==> config.mk <==
export PLATFORM = sky130hd
export DESIGN_NAME = qc_channel
export DESIGN_NICKNAME = d
export VERILOG_FILES = /design/src/rtl/qc_pkg.sv /design/src/rtl/qc_sync.sv /design/src/rtl/qc_quad.sv /design/src/rtl/qc_counter.sv /design/src/rtl/qc_regfile.sv /design/src/rtl/qc_channel.sv
export SDC_FILE = /design/constraint.sdc
export NUM_CORES = 1
export LEC_CHECK = 0
export BUFFER_PORTS_ARGS = -buffer_cell sky130_fd_sc_hd__buf_4
export CAP_MARGIN = 20
export CORE_ASPECT_RATIO = 0.8
export CORE_UTILIZATION = 63
export CTS_BUF_LIST = sky130_fd_sc_hd__clkbuf_4
export CTS_CLUSTER_SIZE = 12
export DETAILED_ROUTE_END_ITERATION = 16
export GPL_ROUTABILITY_DRIVEN = 0
export HOLD_SLACK_MARGIN = 0.05
export PLACE_DENSITY = 0.82
export SYNTH_ARGS = -nofsm -noshare
export SYNTH_HDL_FRONTEND = slang
export SYNTH_SLANG_ARGS = --single-unit
==> constraint.sdc <==
create_clock -name clk -period 7 [get_ports clk]
set_input_delay 0.7 -clock clk [delete_from_list [all_inputs] [get_ports clk]]
set_output_delay 0.7 -clock clk [all_outputs]
set_load 0.02 [all_outputs]
==> src/rtl/qc_pkg.sv <==
package qc_pkg;

  // register selects
  typedef enum logic [1:0] {
    SEL_LO   = 2'd0,
    SEL_HI   = 2'd1,
    SEL_MODE = 2'd2,
    SEL_CTRL = 2'd3
  } regsel_e;

  // packed mode word, bit 15 down to bit 0
  typedef struct packed {
    logic       rsvd;        // 15
    logic       pre_sel;     // 14
    logic       latch_live;  // 13
    logic       dir_sw;      // 12
    logic       dir_down;    // 11
    logic [1:0] clk_src;     // 10:9
    logic [1:0] en_ctl;      // 8:7
    logic [1:0] hw_src;      // 6:5
    logic [2:0] reload_ctl;  // 4:2
    logic       out_pol;     // 1
    logic       out_src;     // 0
  } mode_t;

  localparam logic [1:0] CLK_INTERNAL = 2'd2;
  localparam logic [1:0] CLK_QUAD_X4  = 2'd3;
  localparam logic [1:0] EN_SOFTWARE  = 2'd1;
  localparam logic [2:0] RELOAD_INDEX = 3'd4;

  localparam int CMD_RESET_BIT  = 15;
  localparam int CMD_LOAD_BIT   = 14;
  localparam int CMD_CLRCAP_BIT = 3;

  // {down, up} for a transition of {A,B}; double changes give 00
  function automatic logic [1:0] quad_step(input logic [1:0] prev_ab,
                                           input logic [1:0] cur_ab);
    logic up, dn;
    up = (cur_ab[1] == ~prev_ab[0]) && (cur_ab[0] == prev_ab[1]);
    dn = (cur_ab[1] == prev_ab[0]) && (cur_ab[0] == ~prev_ab[1]);
    return {dn, up};
  endfunction

endpackage

==> src/rtl/qc_sync.sv <==
module qc_sync #(
  parameter int W      = 3,
  parameter int STAGES = 2
) (
  input  logic         clk,
  input  logic         rst_n,
  input  logic [W-1:0] d_in,
  output logic [W-1:0] d_out
);
  logic [W-1:0] stage [STAGES];

  always_ff @(posedge clk) begin
    if (!rst_n) begin
      for (int i = 0; i < STAGES; i++) stage[i] <= '0;
    end else begin
      stage[0] <= d_in;
      for (int i = 1; i < STAGES; i++) stage[i] <= stage[i-1];
    end
  end

  assign d_out = stage[STAGES-1];
endmodule

==> src/rtl/qc_quad.sv <==
module qc_quad
  import qc_pkg::*;
(
  input  logic       clk,
  input  logic       rst_n,
  input  logic [1:0] ab,
  output logic       step_up,
  output logic       step_dn
);
  logic [1:0] prev_ab;
  logic [1:0] step;

  always_ff @(posedge clk) begin
    if (!rst_n) prev_ab <= '0;
    else        prev_ab <= ab;
  end

  assign step    = quad_step(prev_ab, ab);
  assign step_up = step[0];
  assign step_dn = step[1];
endmodule

==> src/rtl/qc_counter.sv <==
module qc_counter
  import qc_pkg::*;
#(
  parameter int CW = 24
) (
  input  logic          clk,
  input  logic          rst_n,
  input  logic [1:0]    en_ctl,
  input  logic [1:0]    clk_src,
  input  logic          dir_sw,
  input  logic          dir_down,
  input  logic [2:0]    reload_ctl,
  input  logic [CW-1:0] pr_load,
  input  logic [CW-1:0] pr_index,
  input  logic          cmd_reset,
  input  logic          cmd_load,
  input  logic          cmd_clr_cap,
  input  logic          step_up,
  input  logic          step_dn,
  input  logic          idx_rise,
  output logic [CW-1:0] count,
  output logic          rcap,
  output logic          cnt_inc,
  output logic          cnt_dec,
  output logic          idx_load
);
  function automatic logic [CW-1:0] next_val(input logic [CW-1:0] v,
                                             input logic down);
    return down ? v - CW'(1) : v + CW'(1);
  endfunction

  logic          soft_en, quad_mode, int_mode, tick, going_down, stepping;
  logic [CW-1:0] stepped;

  assign soft_en    = (en_ctl == EN_SOFTWARE);
  assign quad_mode  = (clk_src == CLK_QUAD_X4);
  assign int_mode   = (clk_src == CLK_INTERNAL);
  assign tick       = soft_en && (int_mode || (quad_mode && (step_up || step_dn)));
  assign going_down = dir_sw ? dir_down : (quad_mode && step_dn);
  assign cnt_inc    = tick && !going_down;
  assign cnt_dec    = tick && going_down;
  assign idx_load   = idx_rise && (reload_ctl == RELOAD_INDEX);
  assign stepping   = tick && !cmd_reset && !cmd_load && !idx_load;
  assign stepped    = next_val(count, going_down);

  always_ff @(posedge clk) begin
    if (!rst_n)        count <= '0;
    else if (cmd_reset) count <= '0;
    else if (cmd_load)  count <= pr_load;
    else if (idx_load)  count <= pr_index;
    else if (tick)      count <= stepped;
  end

  always_ff @(posedge clk) begin
    if (!rst_n)                         rcap <= 1'b0;
    else if (cmd_clr_cap)               rcap <= 1'b0;
    else if (stepping && stepped == '0) rcap <= 1'b1;
  end
endmodule

==> src/rtl/qc_regfile.sv <==
module qc_regfile
  import qc_pkg::*;
#(
  parameter int CW = 24,
  parameter int BW = 16
) (
  input  logic          clk,
  input  logic          rst_n,
  input  logic          wr,
  input  logic          rd,
  input  logic [1:0]    addr,
  input  logic [BW-1:0] wdata,
  input  logic [CW-1:0] count,
  output mode_t         mode,
  output logic [CW-1:0] pr0,
  output logic [CW-1:0] pr1,
  output logic          cmd_reset,
  output logic          cmd_load,
  output logic          cmd_clr_cap,
  output logic [BW-1:0] rdata
);
  localparam int HIW = CW - BW;

  logic [CW-1:0]  pr [2];
  logic [HIW-1:0] hold_hi;
  logic [HIW-1:0] hi_sel;
  logic           wr_lo, wr_hi, wr_mode, wr_ctrl;

  assign wr_lo   = wr && (addr == SEL_LO);
  assign wr_hi   = wr && (addr == SEL_HI);
  assign wr_mode = wr && (addr == SEL_MODE);
  assign wr_ctrl = wr && (addr == SEL_CTRL);

  assign cmd_reset   = wr_ctrl && wdata[CMD_RESET_BIT];
  assign cmd_load    = wr_ctrl && wdata[CMD_LOAD_BIT];
  assign cmd_clr_cap = wr_ctrl && wdata[CMD_CLRCAP_BIT];

  always_ff @(posedge clk) begin
    if (!rst_n)       mode <= '0;
    else if (wr_mode) mode <= mode_t'(wdata);
  end

  always_ff @(posedge clk) begin
    if (!rst_n) begin
      pr[0] <= '0;
      pr[1] <= '0;
    end else if (wr_lo) begin
      pr[mode.pre_sel][BW-1:0] <= wdata;
    end else if (wr_hi) begin
      pr[mode.pre_sel][CW-1:BW] <= wdata[HIW-1:0];
    end
  end

  assign pr0    = pr[0];
  assign pr1    = pr[1];
  assign hi_sel = mode.latch_live ? count[CW-1:BW] : hold_hi;

  always_ff @(posedge clk) begin
    if (!rst_n) begin
      rdata   <= '0;
      hold_hi <= '0;
    end else if (rd) begin
      unique case (addr)
        SEL_LO: begin
          rdata <= count[BW-1:0];
          if (!mode.latch_live) hold_hi <= count[CW-1:BW];
        end
        SEL_HI:   rdata <= {{(BW-HIW){1'b0}}, hi_sel};
        SEL_MODE: rdata <= mode;
        default:  rdata <= '0;
      endcase
    end
  end
endmodule

==> src/rtl/qc_channel.sv <==
module qc_channel
  import qc_pkg::*;
#(
  parameter int CW          = 24,
  parameter int BW          = 16,
  parameter int SYNC_STAGES = 2
) (
  input  logic          clk,
  input  logic          rst_n,
  input  logic          bus_wr,
  input  logic          bus_rd,
  input  logic [1:0]    bus_addr,
  input  logic [BW-1:0] bus_wdata,
  output logic [BW-1:0] bus_rdata,
  input  logic          enc_a,
  input  logic          enc_b,
  input  logic          enc_index,
  output logic          rcap_o,
  output logic          ctr_out
);
  mode_t         mode;
  logic [CW-1:0] pr0, pr1, count, pr_index;
  logic          cmd_reset, cmd_load, cmd_clr_cap;
  logic [2:0]    s_in;
  logic          idx_q, idx_rise;
  logic          step_up, step_dn;
  logic          cnt_inc, cnt_dec, idx_load;
  logic          rcap;

  qc_sync #(.W(3), .STAGES(SYNC_STAGES)) u_sync (
    .clk(clk), .rst_n(rst_n),
    .d_in({enc_index, enc_a, enc_b}), .d_out(s_in)
  );

  qc_quad u_quad (
    .clk(clk), .rst_n(rst_n), .ab(s_in[1:0]),
    .step_up(step_up), .step_dn(step_dn)
  );

  always_ff @(posedge clk) begin
    if (!rst_n) idx_q <= 1'b0;
    else        idx_q <= s_in[2];
  end
  assign idx_rise = s_in[2] && !idx_q;

  qc_regfile #(.CW(CW), .BW(BW)) u_regs (
    .clk(clk), .rst_n(rst_n), .wr(bus_wr), .rd(bus_rd), .addr(bus_addr),
    .wdata(bus_wdata), .count(count), .mode(mode), .pr0(pr0), .pr1(pr1),
    .cmd_reset(cmd_reset), .cmd_load(cmd_load), .cmd_clr_cap(cmd_clr_cap),
    .rdata(bus_rdata)
  );

  assign pr_index = mode.pre_sel ? pr1 : pr0;

  qc_counter #(.CW(CW)) u_count (
    .clk(clk), .rst_n(rst_n),
    .en_ctl(mode.en_ctl), .clk_src(mode.clk_src),
    .dir_sw(mode.dir_sw), .dir_down(mode.dir_down),
    .reload_ctl(mode.reload_ctl),
    .pr_load(pr0), .pr_index(pr_index),
    .cmd_reset(cmd_reset), .cmd_load(cmd_load), .cmd_clr_cap(cmd_clr_cap),
    .step_up(step_up), .step_dn(step_dn), .idx_rise(idx_rise),
    .count(count), .rcap(rcap),
    .cnt_inc(cnt_inc), .cnt_dec(cnt_dec), .idx_load(idx_load)
  );

  assign rcap_o  = rcap;
  assign ctr_out = rcap ^ mode.out_pol;
endmodule

* After elaboration in Yosys (flattened, before gate mapping) *
Memory sizes are Yosys's and may differ from the RTL's.
Index checks and enable logic that the tools add are counted.

storage, ports and cells
  register bits = 68
  bits in writable memories = 54
  input bits = 25
  output and inout port bits = 18
  word-level logic and storage cells = 92
  memories kept = 2

cells by class
  add/sub/neg operators = 2
  equal/unequal tests = 11
  muxes and demuxes = 22
  bitwise logic cells = 7
  reductions and logical operators = 31

memory list
  name          depth  bits a word  read ports  clocked after memory_dff  wr ports  line              RTL
  u_regs.pr     2      24           2           0                         2         qc_regfile.sv:24  logic [CW-1:0] pr [2];
  u_sync.stage  2      3            2           0                         2         qc_sync.sv:10     logic [W-1:0] stage [STAGES];

operator list
  operator               number
  $mux 24                6
  $pmux 16 s3            1
  $add 24x1->24 const B  1
  $logic_not 24->1       1
  $reduce_or 24->1       1
  $sub 24x1->24 const B  1
  $logic_and 1x1->1      18
  $mux 1                 11
  $eq 2x2->1 const B     4
  $mux 8                 1
  $mux 3                 2
  $eq 1x1->1             4
  $eq 2x1->1 const B     2
  $logic_not 1->1        4
  $not 1->1              4
  $reduce_or 2->1        2
  $eq 3x3->1 const B     1
  $reduce_and 3->1       1
  $reduce_bool 3->1      1
  $logic_not 2->1        1
  $logic_or 1x1->1       2
  $mux 2                 1
  $or 1x1->1             2
  $xor 1x1->1            1

* Logic depth before layout (Yosys ltp) *
Gate-level depths: netlist of run 1.

  depth after elaboration = 11
  depth in mapped cells = 12
  mapped depth without buffers = 12

* Cells and area by module *
A second synthesis of run 1 with hierarchy kept.

unflattened totals
  cell total of the unflattened synthesis = 740
  area, all modules = 7064.3 um^2

by module, submodules not included
  module      times used  cells an instance  area each (um^2)  seq. area each (um^2)
  qc_regfile  1           316                3687.3            2242.2
  qc_counter  1           370                2677.6            500.5
  qc_channel  1           31                 437.9             20.0
  qc_sync     1           15                 180.2             120.1
  qc_quad     1           8                  81.3              40.0

* Worst setup path after synthesis of run 1 *
Ideal clock, no wire load.

  path kind = register to register
  from = register u_regs.mode[9] (netlist name)
  to = register u_count.rcap
  setup time = 0.084 ns
  arrival = 5.399 ns
  data required time = 6.916 ns
  setup slack = 1.517 ns
  stages on the path, launching flop included = 13
  buffers on the path = 0
  clock period less this slack = 5.483 ns
  path through = dfxtp_1 nand2_1 o41ai_1 inv_1 fa_1 nand2b_1 a21o_1 a311o_1 a2111oi_4 o2111ai_1 a2111oi_2 nand4_1 o31ai_2

between the ends
  cells in the longest elaborated chain, start to end = 8
  elaborated cells on any way between the ends = 13
  those cells by class = eq/ne: 2; mux: 2; reduce/logical: 9

RTL lines
  element                                                          line              RTL
  parallel branches: the longest is 7 deep, another holds $mux 24  n/a
  $logic_and 1x1->1 *                                              qc_counter.sv:57  else if (stepping && stepped == '0) rcap <= 1'b1;
  end signal, assigned                                             qc_counter.sv:55  if (!rst_n) rcap <= 1'b0;
  end signal, assigned                                             qc_counter.sv:56  else if (cmd_clr_cap) rcap <= 1'b0;
  end signal, assigned                                             qc_counter.sv:57
  end, declared                                                    qc_counter.sv:22  output logic rcap,

Mark *: on every way between the ends.
A chain may end at the register's enable or synchronous reset.

* Worst setup path after layout of run 1 *
  from = register u_regs.mode[9] (netlist name)
  to = register u_count.rcap

between the ends
  cells in the longest elaborated chain, start to end = 8
  elaborated cells on any way between the ends = 13
  those cells by class = eq/ne: 2; mux: 2; reduce/logical: 9

RTL lines
  element                                                          line
  parallel branches: the longest is 7 deep, another holds $mux 24  n/a
  $logic_and 1x1->1 *                                              qc_counter.sv:57

Marked as above.

==> impl_metrics.env, run 1 <==
export IMPL_status="finished clean"
export IMPL_ctsHoldBuffers=0
export IMPL_finalSetupViolations=0
export IMPL_ys_ff_latch=122
export IMPL_drtIter0Drc=827
export IMPL_clock_root_buffer="clkbuf_4"
export IMPL_cts_tree="done"
export IMPL_fmax_ghz=0.251
export IMPL_grt_max_degree=59
export IMPL_clock_latency_ns=0.53
export IMPL_grt_pass1_vias=5390
export IMPL_hold_violations=0
export IMPL_avgSynthCellArea_sq_um=9.37
export IMPL_global_route_overflow_total=0
export IMPL_core_area_sq_um=10400
export IMPL_slew_viol_final=0
export IMPL_synth_edf_count=48
export IMPL_hp_class="primary input to register"
export IMPL_syn_num_nets=777
export IMPL_r2r_setup_slack_ns=3.02
export IMPL_antenna_left=0
export IMPL_grt_first_pass_wirelength_microns=29700
export IMPL_die_width_microns=118
export IMPL_fin_crit_ns=3.98
export IMPL_cts_sinks=122
export IMPL_p_int_w=0.00103
export IMPL_synth_top_area_cell="dfxtp_1"
export IMPL_ys_types=71
export IMPL_die_area_sq_um=11200
export IMPL_rsz0062_at_grt="false"
export IMPL_fp_dieH_microns=94.9
export IMPL_io_pins=43
export IMPL_vias_per_cell=6.71
export IMPL_switching_share_pct=27.2
export IMPL_power_density_nw_per_um2=190
export IMPL_finalCritPeriodShare_pct=56.9
export IMPL_seq_power_share_pct=55.4
export IMPL_synth_area_leaders="dfxtp_1 (22%), edfxtp_1 (21%), and2_1 (6.4%), nand2_1 (5.1%), ha_1 (4.8%)"
export IMPL_skew_ns=0.0155
export IMPL_post_cts_buffers=0
export IMPL_critPathLaunchType="register"
export IMPL_start_util_pct=65.6
export IMPL_detail_route_wl_per_cell_microns=21.5
export IMPL_crit_arrival_ns=4.43
export IMPL_cts_made_buffers=17
export IMPL_cts_resized=0
export IMPL_drive_gt1_share_pct=12.5
export IMPL_layout_common_cells="nand2_1 (92), dfxtp_1 (74), and2_1 (69)"
export IMPL_num_rows=33
export IMPL_yosysTopAreaCellShare_pct=21.8
export IMPL_drt_pass1_iterations=6
export IMPL_criticalPathCategory="register to register"
export IMPL_synth_flop_cell="dfxtp_1"
export IMPL_synth_cell_area_sq_um=6790
export IMPL_endpoint_kind="register"
export IMPL_vias=6040
export IMPL_final_nets=799
export IMPL_htree_levels=4
export IMPL_hpwlAfterDp_microns=14000
export IMPL_drc=0
export IMPL_cap_violations=0
export IMPL_setup_tns_ns=0
export IMPL_p_sw_w=0.000386
export IMPL_numPortBuffers=42
export IMPL_ys_warn_count=0
export IMPL_combPwrFrac_pct=9.3
export IMPL_cp_max_fo=27
export IMPL_finalPower_w=0.00142
export IMPL_pwr_share_clk_pct=35.3
export IMPL_area_growth_pct=9.45
export IMPL_clock_path_buffers=2
export IMPL_slew_headroom_pct=25.0
export IMPL_antenna_found_initial=0
export IMPL_yosysSeqAreaShare_pct=43.0
export IMPL_track_usage_pct=35.8
export IMPL_clk_pin_slew_ns=0.12
export IMPL_p_leak_nw=2.91
export IMPL_diodes=0
export IMPL_crit_required_ns=7.45
export IMPL_tightestPinTransition_ns=1.12
export IMPL_layout_commonest_cell="nand2_1"
export IMPL_drt_total_wl_microns=19300
export IMPL_synthCells=725
export IMPL_ir_worst_vdd_mv=0.162
export IMPL_synthArstFlopShare_pct=0
==> per-layer routing <==
| layer | GRT usage (%) | part of all wire (%) |
|---|---|---|
| met2 | 52.1 | 42 |
| met3 | 10.7 | 14 |
| met4 | 17.5 | 4.1 |
| met5 | 0 | 0 |
| met1 | 48.5 | 41 |
==> stage by stage <==
stage | cells | util (%) | setup slack, ns | area [sq um] | hold slack (ns)
finish | 900 | 71.7 | 3.02 | 7440 | 0.366
global route | 900 | 71.7 | 2.70 | 7440 | 0.323
CTS | 900 | 71.7 | 3.09 | 7440 | 0.348
detailed placement | 868 | 69.0 | 3.13 | 7150 | 0.419
global placement | 867 | 69.0 | 3.28 | 7150 | 0.414
floorplan | 725 | - | 1.52 | 6790 | 0.412
==> area by class of cell <==
type / instances / area, sq um
well taps: 140 / 175
clock inverters: 14 / 146
fillers: 765 / 2930
repair buffers: 48 / 358
clock buffers: 18 / 135
flip-flops and latches: 122 / 2920
multi-input cells: 539 / 3630
inverters: 19 / 71.3
==> cells by family after synthesis <==
group,share of synthesized area (%)
AND/OR/NAND/NOR,19.4
AO/OA/AOI/OAI,23.4
flip-flops,43.0
buffers and inverters,3.70
adder cells (fa/ha/maj),5.08
multiplexers,3.83
XOR/XNOR,1.55
==> power groups by stage <==
| stage | combinational [W] | sequential [W] | clock [W] |
|---|---|---|---|
| 2_1_floorplan | 0.0000819 | 0.000792 | 0 |
| 3_3_place_gp | 0.000124 | 0.000799 | 0 |
| 3_5_place_dp | 0.000128 | 0.000800 | 0 |
| 4_1_cts | 0.000128 | 0.000783 | 0.000502 |
| 5_1_grt | 0.000142 | 0.000787 | 0.000535 |
| 6_report | 0.000131 | 0.000785 | 0.000500 |
==> registers in the layout, indices dropped and copies added (netlist names) <==
register and count:
u_regs.pr 48, u_count.count 24, u_regs.mode 16, u_regs.rdata 16
u_regs.hold_hi 8, u_sync.stage 6, u_quad.prev_ab 2, idx_q 1
u_count.rcap 1
==> path summary, 6_finish.rpt <==
check	depth (start not counted)	end	start
min reg2reg	1	u_sync.stage[0][5]	u_sync.stage[0][2]
max reg2reg	13	u_count.rcap	u_regs.mode[9]
min	2	u_sync.stage[0][1]	enc_a
max	13	u_count.rcap	u_regs.mode[9]
==> critical path, stage by stage (launching register included) <==
cell       delay [ns]
dfxtp_1          0.42
nand2_1          0.09
o41ai_2          0.40
buf_4            0.38
inv_1            0.11
fa_1             0.43
nand2b_1         0.23
a21o_1           0.24
a311o_1          0.40
a2111oi_4        0.34
o2111ai_1        0.17
a2111oi_2        0.30
nand4_1          0.17
o31ai_2          0.19
==> synthesized netlist by cell type, types with 19 or more instances <==
cell      number
edfxtp_1      48
nand2_1       92
a21boi_0      28
dfxtp_1       74
and2_1        69
ha_1          26
a21oi_1       32
nor2_1        32
clkbuf_1      38
mux2i_1       26
inv_1         19
o21ai_0       26
No activity file was read; power rests on OpenSTA's default activity.
==> inputs of run 2 (changes only) <==
--- a/config.mk
+++ b/config.mk
@@ -8,13 +8,13 @@
 export BUFFER_PORTS_ARGS = -buffer_cell sky130_fd_sc_hd__buf_4
 export CAP_MARGIN = 20
 export CORE_ASPECT_RATIO = 0.8
-export CORE_UTILIZATION = 63
+export CORE_UTILIZATION = 57
 export CTS_BUF_LIST = sky130_fd_sc_hd__clkbuf_4
 export CTS_CLUSTER_SIZE = 12
 export DETAILED_ROUTE_END_ITERATION = 16
 export GPL_ROUTABILITY_DRIVEN = 0
 export HOLD_SLACK_MARGIN = 0.05
-export PLACE_DENSITY = 0.82
+export PLACE_DENSITY = 0.79
 export SYNTH_ARGS = -nofsm -noshare
 export SYNTH_HDL_FRONTEND = slang
 export SYNTH_SLANG_ARGS = --single-unit
==> constraint.sdc (replaced) <==
create_clock -name clk -period 3.5 [get_ports clk]
set_input_delay 0.35 -clock clk [delete_from_list [all_inputs] [get_ports clk]]
set_output_delay 0.35 -clock clk [all_outputs]
set_load 0.02 [all_outputs]
==> run 2 against run 1 <==
  * Non-clock buffer count is 33 higher
  * Sequential power up 100%
  * Cell area is 7.4% higher
  * Count of clock-buffer cells in the layout grew 2
  * Routed wire length increased by 7.7%
  * Worst setup slack got worse by 3.0 ns
  * Critical endpoint is now u_count.count[16]
  * Cell count up 4.6%
  * Register-to-register slack worse by 3.0 ns
  * Clock skew rose by 0.0026 ns
  * Largest power group unchanged
==> impl_metrics.env, run 2 (synthesis results as in run 1) <==
export IMPL_status="finished clean"
export IMPL_met1_length_microns=8950
export IMPL_drive_gt1_share_pct=19.8
export IMPL_crit_required_ns=3.96
export IMPL_global_route_overflow_total=0
export IMPL_num_rows=35
export IMPL_r2r_end="u_count.count[16]"
export IMPL_io_pins=43
export IMPL_diodes=0
export IMPL_drtIter0Drc=958
export IMPL_track_usage_pct=33.7
export IMPL_whs_endpoint="u_regs.mode[11]"
export IMPL_cts_sinks=122
export IMPL_antenna_left=0
export IMPL_criticalPathCategory="register to register"
export IMPL_nFillCells=841
export IMPL_die_width_microns=124
export IMPL_fmax_ghz=0.289
export IMPL_clock_latency_ns=0.55
export IMPL_finalPower_w=0.00283
export IMPL_largest_reg_flops=48
export IMPL_cts_made_buffers=17
export IMPL_critPathLaunchType="register"
export IMPL_drt_pass1_iterations=6
export IMPL_ir_worst_vdd_mv=0.295
export IMPL_dr_wl_met2_microns=8690
export IMPL_slew_headroom_pct=32.7
export IMPL_r2r_setup_slack_ns=0.04
export IMPL_drt_total_wl_microns=20800
export IMPL_dr_max_layer_used="met4"
export IMPL_layout_common_cells="nand2_1 (91), dfxtp_1 (70), buf_4 (70)"
export IMPL_start_util_pct=58.8
export IMPL_pre_cts_ws_ns=-0.0829
export IMPL_numPortBuffers=42
export IMPL_dr_wl_met3_microns=2410
export IMPL_hp_class="primary input to register"
export IMPL_skew_ns=0.0181
export IMPL_final_nets=832
export IMPL_min_from="bus_wdata[11]"
export IMPL_rsz0062_at_grt="true"
export IMPL_largest_register="u_regs.pr"
export IMPL_path_common_cell="a21oi_1"
export IMPL_clock_root_buffer="clkbuf_4"
export IMPL_hpwlAfterDp_microns=14800
export IMPL_fin_ws_ns=0.0441
export IMPL_crit_path_top_delay_cell="dfxtp_2"
export IMPL_fin_crit_ns=3.46
export IMPL_vias_per_cell=6.74
export IMPL_top_regs="u_regs.pr (48), u_count.count (24)"
export IMPL_endpoint_kind="register"
export IMPL_htree_levels=4
export IMPL_grt_pass1_vias=5565
export IMPL_slew_viol_final=0
export IMPL_cap_violations=0
export IMPL_die_area_sq_um=12400
export IMPL_hold_violations=0
export IMPL_fin_hold_ws_ns=0.0799
export IMPL_crit_arrival_ns=3.92
export IMPL_cp_max_fo=13
export IMPL_crit_family="compound AO/OA/AOI/OAI gates"
export IMPL_power_density_nw_per_um2=354
export IMPL_dpl_cell_area_sq_um=7410
export IMPL_finalCritPeriodShare_pct=98.7
export IMPL_p_leak_nw=3.15
export IMPL_fin_area_sq_um=7990
export IMPL_cts_tree="done"
export IMPL_fin_util_pct=69.1
export IMPL_worstRegToRegCells=14
export IMPL_fp_dieH_microns=99.7
export IMPL_core_area_sq_um=11600
export IMPL_detail_route_wl_per_cell_microns=22.1
export IMPL_holdPathStages=3
export IMPL_drc=0
export IMPL_finalSetupViolations=0
export IMPL_crit_buf_inv=3
export IMPL_layout_commonest_cell="nand2_1"
export IMPL_worstPathCellList="xnor2_4 > o41ai_4 > buf_6 > buf_12 > clkbuf_16 > ha_1 > a21oi_1 > o21a_1 > o21ai_1 > nor4_1 > a311oi_2 > o21ai_0 > o221ai_1 > a21oi_1"
export IMPL_grt_first_pass_wirelength_microns=30700
export IMPL_r2r_start="u_sync.stage[0][3]"
export IMPL_tightestPinTransition_ns=1.01
export IMPL_antenna_found_initial=0
export IMPL_max_stage_delay_ns=0.37
export IMPL_vias=6340
export IMPL_clock_path_buffers=2
export IMPL_grt_max_degree=33
export IMPL_clk_pin_slew_ns=0.12
export IMPL_area_growth_pct=17.6
-- run 2: area by class of cell --
cell class,count,area (sq um),share of cell area (%)
multi-input combinational,539,3840,48.1
sequential,122,2930,36.7
timing repair buffer,81,688,8.62
tap,148,185,2.32
clock buffer,20,150,1.88
clock inverter,12,119,1.49
inverter,19,71.3,0.893
-- run 2: how the worst max path moves through the flow --
stage / startpoint / endpoint / slack (ns) / cells past startpoint
2_1_floorplan: u_sync.stage[0][4] / u_count.rcap / -0.24 / 12
3_3_place_gp: u_sync.stage[0][4] / u_count.count[16] / 0.07 / 12
3_5_place_dp: u_sync.stage[0][4] / u_count.rcap / -0.08 / 11
4_1_cts: u_sync.stage[0][4] / u_count.count[11] / 0.02 / 12
5_1_grt: u_sync.stage[0][3] / u_count.rcap / -0.06 / 14
6_report: u_sync.stage[0][3] / u_count.count[16] / 0.04 / 14
-- run 2: through the flow --
step / instances / setup TNS, ns
6_report: 941 / 0
5_1_grt: 941 / -0.132
4_1_cts: 934 / 0
3_5_place_dp: 897 / -0.160
3_3_place_gp: 896 / 0
2_1_floorplan: 725 / -0.678
-- run 2: report_power, final --
part	internal, W	switching (W)	total [W]
clock network	0.000384	0.000581	0.000965
registers	0.00153	0.0000472	0.00157
logic	0.000117	0.000173	0.000290
total	0.00203	0.000801	0.00283
-- run 2: routing by layer --
metal,track usage [%],vias up
li1,-,2804
met1,50.0,2982
met2,48.0,478
met3,7.00,76
met4,12.7,0
met5,0,-
-- run 2: timing repair --
| action | CTS | global route |
|---|---|---|
| setup buffers | 0 | 5 |
| cloned | 0 | 2 |
| hold buffers | 5 | 0 |
| pin swaps | 0 | 12 |
| gates resized for setup | 3 | 37 |
| endpoints found under the setup margin | 5 | 7 |
| hold endpoints to repair | 5 | 0 |
-- run 2: worst register-to-register path, delay by kind of cell (launching register included) --
kind	cells	cell delay [ns]
xor+xnor	1	0.16
simple gates	1	0.36
buf+inv	3	0.46
compound gates	8	1.78
flops	1	0.37
fa+ha+maj	1	0.26
